### config.mk
export PLATFORM = sky130hd
export DESIGN_NAME = clkgen_ready_reset
export DESIGN_NICKNAME = d
export VERILOG_FILES = /design/src/rtl/clkgen_ready_reset.sv
export SDC_FILE = /design/constraint.sdc
export NUM_CORES = 1
export LEC_CHECK = 0
export ABC_AREA = 0
export BUFFER_PORTS_ARGS = -buffer_cell sky130_fd_sc_hd__buf_2
export CORE_MARGIN = 8
export CORE_UTILIZATION = 25
export DETAILED_ROUTE_END_ITERATION = 6
export GPL_TIMING_DRIVEN = 0
export PLACE_DENSITY = 0.47
export SKIP_LAST_GASP = 1
export SYNTH_ARGS = -nofsm -noshare
export SYNTH_HDL_FRONTEND = slang
export SYNTH_SLANG_ARGS = --single-unit
### constraint.sdc
create_clock -name clk_i -period 2.65 [get_ports clk_i]
set_clock_uncertainty 0.2 [all_clocks]
set_input_delay 0.53 -clock clk_i [delete_from_list [all_inputs] [get_ports clk_i]]
set_output_delay 0.53 -clock clk_i [all_outputs]
set_load 0.1 [all_outputs]
### src/rtl/clkgen_ready_reset.sv
module clkgen_ready_reset #(
  parameter int RST_CYC     = 4,
  parameter int SYNC_STAGES = 2
) (
  input  logic clk_i,
  input  logic arst_ni,
  input  logic fsel_i,
  input  logic efi_en_i,
  input  logic rdy1_i,
  input  logic aen1_ni,
  input  logic rdy2_i,
  input  logic aen2_ni,
  input  logic res_ni,
  output logic osc_o,
  output logic cpu_clk_o,
  output logic pclk_o,
  output logic ready_o,
  output logic reset_o
);
  localparam int CW = $clog2(RST_CYC + 1);

  logic                   sel_q;
  logic [1:0]             phase_q;
  logic                   tick, cpu_rise, cpu_fall;
  logic                   req_q;
  logic [SYNC_STAGES-1:0] sync_q;
  logic                   res_s;
  logic [CW-1:0]          cnt_q;

  assign tick     = sel_q ? efi_en_i : 1'b1;
  assign cpu_rise = tick && (phase_q == 2'd2);
  assign cpu_fall = tick && (phase_q == 2'd0);
  assign res_s    = sync_q[SYNC_STAGES-1];

  always_ff @(posedge clk_i or negedge arst_ni) begin
    if (!arst_ni) begin
      sel_q     <= 1'b0;
      phase_q   <= 2'd2;
      cpu_clk_o <= 1'b0;
      pclk_o    <= 1'b0;
      osc_o     <= 1'b0;
    end else begin
      osc_o <= tick;
      if (tick) phase_q <= (phase_q == 2'd2) ? 2'd0 : phase_q + 2'd1;
      if (cpu_rise) begin
        cpu_clk_o <= 1'b1;
        pclk_o    <= ~pclk_o;
        sel_q     <= fsel_i;
      end else if (cpu_fall) begin
        cpu_clk_o <= 1'b0;
      end
    end
  end

  always_ff @(posedge clk_i or negedge arst_ni) begin
    if (!arst_ni) begin
      req_q   <= 1'b0;
      ready_o <= 1'b0;
    end else begin
      req_q <= (rdy1_i & ~aen1_ni) | (rdy2_i & ~aen2_ni);
      if (cpu_fall) ready_o <= req_q;
    end
  end

  always_ff @(posedge clk_i or negedge arst_ni) begin
    if (!arst_ni) sync_q <= '0;
    else          sync_q <= {sync_q[SYNC_STAGES-2:0], res_ni};
  end

  always_ff @(posedge clk_i or negedge arst_ni) begin
    if (!arst_ni) begin
      reset_o <= 1'b1;
      cnt_q   <= '0;
    end else if (!res_s) begin
      reset_o <= 1'b1;
      cnt_q   <= '0;
    end else if (reset_o && cpu_rise) begin
      if (cnt_q == CW'(RST_CYC - 1)) reset_o <= 1'b0;
      else                           cnt_q   <= cnt_q + 1'b1;
    end
  end

  // source choice only moves together with a processor clock rise
  a_r1_sel_at_period: assert property (@(posedge clk_i) disable iff (!arst_ni)
    !$stable(sel_q) |-> $rose(cpu_clk_o));
  // high phase ends at the next source period
  a_r2_high_one_period: assert property (@(posedge clk_i) disable iff (!arst_ni)
    (cpu_clk_o && tick) |=> !cpu_clk_o);
  // peripheral clock moves only with processor clock rise
  a_r3_pclk_on_rise: assert property (@(posedge clk_i) disable iff (!arst_ni)
    !$stable(pclk_o) |-> $rose(cpu_clk_o));
  // ready moves only on processor clock fall
  a_r6_ready_on_fall: assert property (@(posedge clk_i) disable iff (!arst_ni)
    !$stable(ready_o) |-> $fell(cpu_clk_o));
  // synchronised request forces reset next cycle
  a_r7_reset_follows: assert property (@(posedge clk_i) disable iff (!arst_ni)
    !res_s |=> reset_o);
  // release happens on a processor clock rise
  a_r8_release_on_rise: assert property (@(posedge clk_i) disable iff (!arst_ni)
    $fell(reset_o) |-> $rose(cpu_clk_o));
endmodule

# Word level (Yosys, flattened, before mapping)
# Cells that the tools add are included.
# op_classes
addsub	2
n_mul	0
div_mod_pow	0
magnitude_cmp	0
n_eq_ne	5
n_shift	0
n_mux	10
bitwise	6
n_reduce_logical	7
# ops
op	count
two-way mux 3 bit	3
two-way mux 1 bit	6
!= test 2 x 1 -> 1 bit (second input constant)	2
AND reduction 2 bit	2
adder 3 x 1 -> 3 bit (second input constant)	1
equality test 3 x 2 -> 1 bit (second input constant)	1
logical AND 1 bit	3
NOT 1 bit	3
adder 2 x 1 -> 2 bit (second input constant)	1
bitwise AND 1 bit	2
equality test 2 bit (second input constant)	1
logical NOT 2 bit	1
two-way mux 2 bit	1
!= test 2 bit (second input constant)	1
nonzero test 2 bit	1
bitwise OR 1 bit	1
# word_totals
regBits	14
latch_bits	0
mem_bits_rw	0
rom_bits	0
output_inout_bits	5
mem_count	0

# Longest topological paths before layout
# depth
depth_word	5
depth_mapped	4
ltp_nobuf	4

# Least setup slack after synthesis
# Ideal clock, no wire load.
# synth_path
path_type	reg2reg
startpoint	register reset_o
endpoint	register cnt_q[0]
arrival_time_ns	1.558
required_time_ns	2.371
setup_slack_ns	0.812
stages_incl_launch_ff	4
n_path_buf	0
path_cell_list	dfstp_2 -> inv_1 -> nor4b_4 -> mux2i_1
# synth_via
elab_chain_len	3
# synth_rtl
item	line_no	source
from (decl)	18	output logic reset_o
from (signal assigned)	72	reset_o <= 1'b1;
from (signal assigned)	75	reset_o <= 1'b1;
from (signal assigned)	78	if (cnt_q == CW'(RST_CYC - 1)) reset_o <= 1'b0;
logical AND 1 bit	77	end else if (reset_o && cpu_rise) begin
!= test 2 x 1 -> 1 bit (no line)	--	
AND reduction 2 bit (no line)	--	
to (signal assigned)	79	else cnt_q <= cnt_q + 1'b1;
to (decl)	28	logic [CW-1:0] cnt_q;
# Every way passes these cells.
# A chain may end at the register's enable or synchronous reset.

# Worst setup path after layout
# layout_path
startpoint	register reset_o
endpoint	output port reset_o
# No word-level cell between the ends.

==> flow_summary.ini <==
[route]
drc = 0
via_per_inst = 4.19
vias = 394
routed_wirelength_mm = 1.02
drtPass1Iterations = 4
ant_nets = 0
drt_iter0_drc = 9
wl_per_cell_um = 10.9

[power_and_ir_drop]
ir_drop_mv = 0.554
leakage_nw = 0.363
power_density_nw_per_um2 = 1120

[critical_path]
crit_chain = buf_2
crit_path_max_fanout = 2
critPathCaptureType = output pin
crit_required_ns = 1.92
rrSetupSlack_ns = 0.93
worstSetupPathType = flip-flop to output pin
crit_arrival_ns = 1.23
max_stage_delay_ns = 0.54
crit_family = flip-flops
cp-start-kind = flip-flop
slowest_stage = dfstp_2
path_buf_inv = 1

[clocking]
clockBufferDepth = 2
cts_inserted_buffers = 3
insertion_delay_ns = 0.27
cts-root-buf = clkbuf_4
post-cts-setup-buffers = 0
cts_sinks = 14
tritoncts = built
htree_levels = 1
clk_pin_slew_worst_paths_ns = 0.08

[final_layout]
final_nets = 78
seq_area_um2 = 353
area_growth_pct = 24.4
final_cells = 94
finalInstanceArea_um2 = 746
multiInputGateArea_um2 = 228
antenna_cells = 0
drive_above_1_share_pct = 39.4
fillCellCount = 242

[global_route]
grt_pass1_vias = 436
grt_start_max_net_pins = 15
met2_usage_pct = 9.32
antenna_found_initial = 0
grtUsageMet3_pct = 2.58
top_usage_layer = met2
grt_usage_pct = 5.43
grt_pass1_wl_mm = 1.85
grt_overflow = 0
use_met1_pct = 5.80

[timing]
report.final.slew_viol_count = 0
finalCritPeriodShare_pct = 74.0
layout_min_cycle_time_ns = 1.96
slew_headroom_pct = 67.2
hold_viol_final = 0
finalSetupViolCount = 0
clock.fmax_mhz = 510
worstMarginPinSlew_ns = 0.495
tns_ns = 0
rsz0062_at_grt = no

[synthesis]
synthDistinctLibCells = 18
synthCells = 48
synth_seq_area_share_pct = 58.9
yosys_most_used_dff = dfrtp_1
synth_most_common_cell = dfrtp_1
syn_area_per_cell_um2 = 12.5
synth_top_area_share_pct = 50.1
synth_nets = 59
yosys-top-cells-count = dfrtp_1, nand2_1, inv_1
yosys_warnings = 0
synth_edf_count = 0
yosysTopAreaCell = dfrtp_1
async_flop_share_pct = 100
ys_top_cells_by_area = dfrtp_1, dfstp_2, nand2_1
synth_seq_cells = 14
netlist_area_um2 = 599

[die]
die_y_um = 65.0
fp.dieW_um = 65.0
core_area_um2 = 2230
ios = 14
initial_core_util_pct = 26.8
rows = 17
die_area_um2 = 4220

[job]
drv_cap = 0

[place]
placed_cell_area_um2 = 699
place_congestion = 0.651
portBuffers = 13
place_inst = 89
dpl.hpwl_um = 822

[outcome]
status = finished, final reports clean

[worst_hold_path]
hold_class = input port to flip-flop
[cell families after synthesis]
family | synth area share, %
and+or+nand+nor | 19.0
DFF | 58.9
AOI/OAI and AO/OA | 6.47
buffers and inverters | 3.13
muxes | 6.89
adders and majority gates | 4.17
xor gates and xnor gates | 1.46
[state kept, by name, summed over array words and instances (netlist names)]
| register | flops |
|---|---|
| phase_q | 2 |
| cpu_clk_o | 1 |
| pclk_o | 1 |
| req_q | 1 |
| reset_o | 1 |
| sel_q | 1 |
| osc_o | 1 |
| sync_q | 2 |
| ready_o | 1 |
| cnt_q | 3 |
[power breakdown]
part / internal (mW) / leakage (nW) / switching, mW
Clock: 0.0834 / 0.0210 / 0.0652
Combinational: 0.106 / 0.174 / 0.265
Sequential: 0.276 / 0.168 / 0.0402
[layout make-up]
class,instances,area share (%)
clock buffer,4,4.87
inverter,5,2.52
multi-input combinational,29,30.5
sequential,14,47.3
tap,28,4.70
timing repair buffer,14,10.1
[cells in the final DEF, fill, tap and decap left out, drive strengths merged]
| cell | Yosys | layout |
|---|---|---|
| a21o | 1 | 1 |
| clkbuf | 0 | 4 |
| xnor2 | 1 | 1 |
| ha | 2 | 2 |
| o21ai | 3 | 3 |
| dfstp | 2 | 2 |
| or2b | 2 | 2 |
| dfrtp | 12 | 12 |
| nor4b | 1 | 1 |
| buf | 0 | 13 |
| mux2i | 3 | 3 |
| o22ai | 1 | 1 |
| dlygate4sd3 | 0 | 1 |
| mux2 | 1 | 1 |
| nor2b | 2 | 2 |
| nor3 | 1 | 1 |
| inv | 5 | 5 |
| a22o | 1 | 1 |
| nand2 | 9 | 9 |
| and3 | 1 | 1 |
[metal layers]
| metal | vias up | share of wire (%) |
|---|---|---|
| li1 | 194 | - |
| met1 | 191 | 44 |
| met2 | 9 | 49 |
| met3 | 0 | 6.6 |
| met4 | 0 | 0 |
| met5 | - | 0 |
[worst paths after layout]
path | from | endpoint | depth (start not counted)
max | reset_o | reset_o | 1
min | res_ni | sync_q[0] | 1
max reg2reg | cnt_q[0] | cnt_q[0] | 4
min reg2reg | sync_q[0] | sync_q[1] | 0
max in group asynchronous | arst_ni | phase_q[1] | 2
min in group asynchronous | arst_ni | sync_q[1] | 2
[stage by stage]
stage | power [mW] | hold slack (ns) | worst slack, ns | utilization, %
after floorplan | 0.630 | 0.0344 | 0.812 | -
after global placement | 0.692 | 0.132 | 0.925 | 31.3
after detailed placement | 0.698 | 0.152 | 0.919 | 31.3
after CTS | 0.852 | 0.152 | 0.666 | 33.4
after global routing | 0.888 | 0.146 | 0.642 | 33.4
final | 0.835 | 0.163 | 0.689 | 33.4
[timing repair]
action | in CTS | in global routing
gates resized for setup | 0 | 0
endpoints found under the hold margin | 12 | 0
hold buffers | 1 | 0
(Power assumes the default switching activity.)
